===== src/rtl/serial_port_regs_pkg.sv =====
package serial_port_regs_pkg;
  localparam int unsigned OFS_TXD  = 32'h00;
  localparam int unsigned OFS_RXD  = 32'h04;
  localparam int unsigned OFS_TXC  = 32'h08;
  localparam int unsigned OFS_RXC  = 32'h0C;
  localparam int unsigned OFS_IEN  = 32'h10;
  localparam int unsigned OFS_PEND = 32'h14;
  localparam int unsigned OFS_DIV  = 32'h18;
  localparam logic [31:0] RX_EMPTY_WORD = 32'h8000_0000;
  localparam int unsigned IRQ_TX_BIT = 0;
  localparam int unsigned IRQ_RX_BIT = 1;
endpackage


===== src/rtl/spr_rx_fifo.sv =====
module spr_rx_fifo #(
  parameter int unsigned DEPTH = 8,
  parameter int unsigned DW    = 8,
  localparam int unsigned PTR_W = (DEPTH > 1) ? $clog2(DEPTH) : 1,
  localparam int unsigned CNT_W = $clog2(DEPTH + 1)
) (
  input  logic             clk,
  input  logic             rst_n,
  input  logic             push,
  input  logic [DW-1:0]    din,
  input  logic             pop,
  output logic [DW-1:0]    head,
  output logic [CNT_W-1:0] count,
  output logic             full,
  output logic             empty
);
  logic [DW-1:0]    mem [DEPTH];
  logic [PTR_W-1:0] wr_ptr, rd_ptr;

  function automatic logic [PTR_W-1:0] ptr_inc(input logic [PTR_W-1:0] p);
    return (32'(p) == DEPTH - 1) ? '0 : p + 1'b1;
  endfunction

  assign full  = (32'(count) == DEPTH);
  assign empty = (count == '0);
  assign head  = mem[rd_ptr];

  always_ff @(posedge clk) begin
    if (push) mem[wr_ptr] <= din;
  end

  always_ff @(posedge clk or negedge rst_n) begin
    if (!rst_n) begin
      wr_ptr <= '0;
      rd_ptr <= '0;
      count  <= '0;
    end else begin
      if (push) wr_ptr <= ptr_inc(wr_ptr);
      if (pop)  rd_ptr <= ptr_inc(rd_ptr);
      case ({push, pop})
        2'b10:   count <= count + 1'b1;
        2'b01:   count <= count - 1'b1;
        default: count <= count;
      endcase
    end
  end
endmodule


===== src/rtl/spr_pending.sv =====
module spr_pending #(
  parameter int unsigned WM_W  = 3,
  parameter int unsigned CNT_W = 4
) (
  input  logic             clk,
  input  logic             rst_n,
  input  logic [WM_W-1:0]  tx_level,
  input  logic [WM_W-1:0]  rx_level,
  input  logic [1:0]       enables,
  input  logic [CNT_W-1:0] occupancy,
  output logic [1:0]       pending,
  output logic             irq_q
);
  function automatic logic tx_flag(input logic [WM_W-1:0] lvl);
    return lvl != '0;
  endfunction

  function automatic logic rx_flag(input logic [CNT_W-1:0] occ, input logic [WM_W-1:0] lvl);
    return 32'(occ) > 32'(lvl);
  endfunction

  function automatic logic irq_level(input logic [1:0] en, input logic [CNT_W-1:0] occ);
    return en[0] | (en[1] & (occ != '0));
  endfunction

  assign pending = {rx_flag(occupancy, rx_level), tx_flag(tx_level)};

  always_ff @(posedge clk or negedge rst_n) begin
    if (!rst_n) irq_q <= 1'b0;
    else        irq_q <= irq_level(enables, occupancy);
  end
endmodule


===== src/rtl/serial_port_regs.sv =====
module serial_port_regs
  import serial_port_regs_pkg::*;
#(
  parameter int unsigned ADDR_W     = 6,
  parameter int unsigned FIFO_DEPTH = 8,
  parameter int unsigned WM_LSB     = 16,
  parameter int unsigned WM_W       = 3,
  localparam int unsigned CNT_W     = $clog2(FIFO_DEPTH + 1)
) (
  input  logic              clk,
  input  logic              rst_n,
  input  logic              bus_req,
  input  logic              bus_we,
  input  logic [ADDR_W-1:0] bus_addr,
  input  logic [1:0]        bus_size,
  input  logic [31:0]       bus_wdata,
  output logic              bus_ack,
  output logic [31:0]       bus_rdata,
  output logic              bus_err,
  input  logic              rx_valid,
  input  logic [7:0]        rx_data,
  output logic              rx_ready,
  output logic              tx_valid,
  output logic [7:0]        tx_data,
  output logic [31:0]       baud_div,
  output logic              irq
);
  logic [31:0] txctl_q, rxctl_q, ien_q, div_q;
  logic        legal, hit_txd, hit_rxd, hit_txc, hit_rxc, hit_ien, hit_pend, hit_div;
  logic        acc_err, fifo_push, fifo_pop, fifo_full, fifo_empty;
  logic [7:0]  fifo_head;
  logic [CNT_W-1:0] fifo_count;
  logic [1:0]  pend;
  logic [31:0] rd_mux;

  function automatic logic hit(input logic [ADDR_W-1:0] a, input int unsigned ofs);
    return a == ADDR_W'(ofs);
  endfunction

  assign legal    = bus_req && (bus_size == 2'd2) && (bus_addr[1:0] == 2'b00);
  assign hit_txd  = legal && hit(bus_addr, OFS_TXD);
  assign hit_rxd  = legal && hit(bus_addr, OFS_RXD);
  assign hit_txc  = legal && hit(bus_addr, OFS_TXC);
  assign hit_rxc  = legal && hit(bus_addr, OFS_RXC);
  assign hit_ien  = legal && hit(bus_addr, OFS_IEN);
  assign hit_pend = legal && hit(bus_addr, OFS_PEND);
  assign hit_div  = legal && hit(bus_addr, OFS_DIV);
  assign acc_err  = bus_req && !(hit_txd || hit_rxd || hit_txc || hit_rxc ||
                                 hit_ien || hit_pend || hit_div);

  assign rx_ready  = !fifo_full;
  assign fifo_push = rx_valid && rx_ready;
  assign fifo_pop  = hit_rxd && !bus_we && !fifo_empty;

  spr_rx_fifo #(.DEPTH(FIFO_DEPTH), .DW(8)) u_fifo (
    .clk(clk), .rst_n(rst_n), .push(fifo_push), .din(rx_data), .pop(fifo_pop),
    .head(fifo_head), .count(fifo_count), .full(fifo_full), .empty(fifo_empty)
  );

  spr_pending #(.WM_W(WM_W), .CNT_W(CNT_W)) u_pend (
    .clk(clk), .rst_n(rst_n),
    .tx_level(txctl_q[WM_LSB +: WM_W]), .rx_level(rxctl_q[WM_LSB +: WM_W]),
    .enables({ien_q[IRQ_RX_BIT], ien_q[IRQ_TX_BIT]}), .occupancy(fifo_count),
    .pending(pend), .irq_q(irq)
  );

  always_comb begin
    rd_mux = '0;
    if (!bus_we) begin
      if (hit_rxd)       rd_mux = fifo_empty ? RX_EMPTY_WORD : {24'd0, fifo_head};
      else if (hit_txc)  rd_mux = txctl_q;
      else if (hit_rxc)  rd_mux = rxctl_q;
      else if (hit_ien)  rd_mux = ien_q;
      else if (hit_pend) rd_mux = {30'd0, pend};
      else if (hit_div)  rd_mux = div_q;
    end
  end

  always_ff @(posedge clk or negedge rst_n) begin
    if (!rst_n) begin
      txctl_q <= '0; rxctl_q <= '0; ien_q <= '0; div_q <= '0;
      bus_ack <= 1'b0; bus_err <= 1'b0; bus_rdata <= '0;
      tx_valid <= 1'b0; tx_data <= '0;
    end else begin
      if (hit_txc && bus_we) txctl_q <= bus_wdata;
      if (hit_rxc && bus_we) rxctl_q <= bus_wdata;
      if (hit_ien && bus_we) ien_q   <= bus_wdata;
      if (hit_div && bus_we) div_q   <= bus_wdata;
      bus_ack   <= bus_req;
      bus_err   <= acc_err;
      bus_rdata <= rd_mux;
      tx_valid  <= hit_txd && bus_we;
      if (hit_txd && bus_we) tx_data <= bus_wdata[7:0];
    end
  end

  assign baud_div = div_q;
endmodule


===== config.mk =====
export PLATFORM = sky130hd
export DESIGN_NAME = serial_port_regs
export DESIGN_NICKNAME = d
export VERILOG_FILES = /design/src/rtl/serial_port_regs_pkg.sv /design/src/rtl/spr_rx_fifo.sv /design/src/rtl/spr_pending.sv /design/src/rtl/serial_port_regs.sv
export SDC_FILE = /design/constraint.sdc
export NUM_CORES = 1
export LEC_CHECK = 0
export BUFFER_PORTS_ARGS = -buffer_cell sky130_fd_sc_hd__clkbuf_2
export CAP_MARGIN = 20
export CORE_ASPECT_RATIO = 0.5
export CORE_MARGIN = 2
export CORE_UTILIZATION = 52
export CTS_CLUSTER_SIZE = 25
export DETAILED_ROUTE_END_ITERATION = 10
export PLACE_DENSITY = 0.82
export SYNTH_ARGS = -nofsm -noshare
export SYNTH_HDL_FRONTEND = slang
export SYNTH_SLANG_ARGS = --single-unit

===== constraint.sdc =====
create_clock -name clk -period 2.6 [get_ports clk]
set_clock_uncertainty 0.2 [all_clocks]
set_input_delay 0.65 -clock clk [delete_from_list [all_inputs] [get_ports clk]]
set_output_delay 0.65 -clock clk [all_outputs]
set_load 0.05 [all_outputs]

==> flow_summary.yaml <==
clock_network:
  cts_tree: "yes"
  clk_path_buf_depth: 3
  numCtsBuffers: 22
  cts_sinks: 246
  clk_pin_slew_ns: 0.07
  htreeDepth: 1
  clk_latency_ns: 0.50
  cts-root-buf: "clkbuf_16"
power:
  p_int_mw: 6.75
  p_per_area_nw_per_um2: 705
  p_switching_mw: 2.09
  sw_frac_of_total_pct: 23.6
  pwr-share-clk_pct: 40.2
  max-vdd-ir-drop_mv: 0.409
  p_total_mw: 8.84
  pwr-share-seq_pct: 49.6
  pwr-share-comb_pct: 10.1
  p_leak_nw: 6.07
global_route:
  grt_usage_pct: 23.0
  grt_max_degree: 71
  grt_pass1_vias: 6992
  grt_pass1_wl_mm: 38.2
  antenna_found_initial: 0
  grt-ovfl-total: 0
layout:
  fill_cells: 1398
  layout_commonest_cell: "dfrtp_1"
  diodes: 0
  fin_nets: 950
  layout-drive-gt1-share_pct: 44.1
  final_cell_mix: "dfrtp_1, mux2_2, clkbuf_2"
  synthToLayoutAreaGrowth_pct: 21.3
setup_path:
  worstSetupPathType: "register to output pin"
  crit_path_cell_trace: "nor3_1 > nand2_1 > clkbuf_2"
  path_max_fanout: 7
  ff2ff_path_depth: 12
  crit_arrival_ns: 1.67
  rr_endpoint: "u_fifo.count[2]"
  end_kind: "output pin"
  critPathSlowestCell: "dfrtp_2"
  crit_end: "rx_ready"
  cp.required_ns: 1.75
  reg2reg_from: "u_fifo.count[1]"
  critPathLaunch: "u_fifo.count[1]"
  slowest_delay_ns: 0.47
  start_kind: "register"
  r2r_setup_slack_ns: 0.11
die:
  num_io_pins: 130
  die_height_um: 104
  start_util_pct: 53.1
  rows: 36
  core_um2: 19500
  die_w_um: 203
  die_area_um2: 21100
yosys:
  synth_area_per_cell_um2: 14.5
  synth_top_flop_cell: "dfrtp_1"
  synthArstFlopShare_pct: 74.0
  synth_fp_nets: 778
  synth_seq_cells: 246
  synth_area_um2: 10300
  synth_edf_count: 64
  syn_inst: 715
  synth_cell_types: 56
  yosysSeqAreaShare_pct: 62.6
  ys_warn_count: 0
place:
  gp_congestion: 0.833
  dp_hpwl_mm: 15.6
  portBuffers: 129
sta:
  fin_crit_sh_pct: 97.1
  setup_viol: 0
  holdWs_ns: 0.205
  finalHoldViolations: 0
  fmax_mhz: 396
  slew_violations: 0
  worstMarginPinSlew_ns: 0.591
  relSlewSlack_pct: 60.6
  fin_crit_ns: 2.52
route:
  via_per_inst: 5.70
  route.detailed.drc: 0
  wire_per_inst_um: 20.1
  num_vias: 6652
  drt_wl_total_mm: 23.5
  drt_iter0_drc: 443
  drtPass1Iterations: 5
  ant_nets: 0
outcome:
  status: "finished clean"
min_path:
  hp-class: "input pin to register"
  worstHoldStart: "bus_req"
job:
  maxCapViolCount: 0
routing by layer:
layer / up-vias / share of wire [%] / global-route usage [%] / wire, µm
li1: 2996 / - / - / -
met1: 3467 / 43 / 32.1 / 10200
met2: 153 / 51 / 38.2 / 11900
met3: 36 / 4.2 / 3.46 / 978
met4: 0 / 2.0 / 5.84 / 472
met5: - / 0 / 0 / 0
stage by stage:
step | instance area (µm²) | utilization, % | setup TNS (ns) | instances | setup WS, ns
after CTS | 12500 | 64.4 | 0 | 1167 | 0.0579
after detailed placement | 11700 | 60.3 | -0.332 | 1128 | -0.158
final | 12500 | 64.5 | 0 | 1167 | 0.0756
after global routing | 12500 | 64.5 | -0.00650 | 1167 | -0.00650
after floorplan | 10400 | - | -0.147 | 715 | -0.100
after global placement | 11700 | 60.3 | -0.0801 | 1128 | -0.0420
cell type report:
| type | count | area, µm² | area share (%) |
|---|---|---|---|
| Timing Repair Buffer | 191 | 1230 | 9.82 |
| Tap cell | 266 | 333 | 2.65 |
| Clock buffer | 28 | 614 | 4.90 |
| Inverter | 10 | 37.5 | 0.299 |
| Clock inverter | 10 | 180 | 1.44 |
| Sequential cell | 246 | 6480 | 51.6 |
| Multi-Input combinational cell | 416 | 3670 | 29.3 |
sequential cells by signal, indices dropped and copies added (netlist names):
name	cells
baud_div	32
bus_ack	1
bus_err	1
bus_rdata	32
ien_q	32
rxctl_q	32
tx_data	8
tx_valid	1
txctl_q	32
u_fifo.count	4
u_fifo.mem	64
u_fifo.rd_ptr	3
u_fifo.wr_ptr	3
u_pend.irq_q	1
cell families after synthesis:
| logic type | share of synthesized area [%] |
|---|---|
| multiplexers | 19.6 |
| AND/OR/NAND/NOR | 6.26 |
| flip-flops | 62.6 |
| XOR/XNOR | 0.508 |
| buffers and inverters | 2.44 |
| adder cells (fa/ha/maj) | 1.21 |
| AO/OA/AOI/OAI | 7.36 |
repair_timing:
| action | in CTS | in global routing |
|---|---|---|
| setup endpoints to repair | 0 | 2 |
| hold endpoints to repair | 9 | 0 |
| gates resized for setup | 0 | 3 |
| setup buffers | 0 | 0 |
| hold buffers | 1 | 0 |
worst max-delay path, delay by kind of cell (launching register included):
family / cells / cell delay [ns]
and+or+nand+nor: 2 / 0.43
DFF: 1 / 0.47
buffers and inverters: 1 / 0.27
cells in the mapped netlist, types with 3 or more instances:
master | n | area (µm²)
mux4_2 | 16 | 360
clkbuf_1 | 19 | 71.3
nor3_1 | 12 | 60.1
a221oi_1 | 6 | 52.6
edfxtp_1 | 64 | 1920
nor4_1 | 23 | 144
xor2_1 | 5 | 43.8
o21ai_0 | 11 | 55.1
o22ai_1 | 6 | 37.5
buf_4 | 3 | 22.5
nand3_1 | 4 | 20.0
ha_1 | 10 | 125
a21oi_1 | 54 | 270
buf_2 | 15 | 75.1
nor2_1 | 36 | 135
dfrtp_1 | 182 | 4550
nand2b_1 | 7 | 43.8
a21o_1 | 22 | 165
inv_1 | 10 | 37.5
mux2_2 | 138 | 1550
mux2i_1 | 9 | 90.1
o21a_1 | 6 | 45.0
nand2_1 | 16 | 60.1
buf_6 | 3 | 33.8
how the worst min path moves through the flow:
stage	to	slack, ns	cells past startpoint
3_3_place_gp	bus_rdata[24]	0.25	2
5_1_grt	bus_ack	0.19	2
4_1_cts	bus_ack	0.19	2
6_report	bus_ack	0.20	2
3_5_place_dp	bus_rdata[20]	0.26	1
2_1_floorplan	baud_div[0]	0.15	0
power groups by stage:
stage / registers (mW) / clock network (mW) / logic (mW)
global route: 4.41 / 3.79 / 0.990
floorplan: 4.44 / 0 / 0.469
global placement: 4.42 / 0 / 0.838
CTS: 4.38 / 3.62 / 0.902
finish: 4.39 / 3.56 / 0.894
detailed placement: 4.45 / 0 / 0.890
Note: power is estimated with default switching activity, not from simulation.
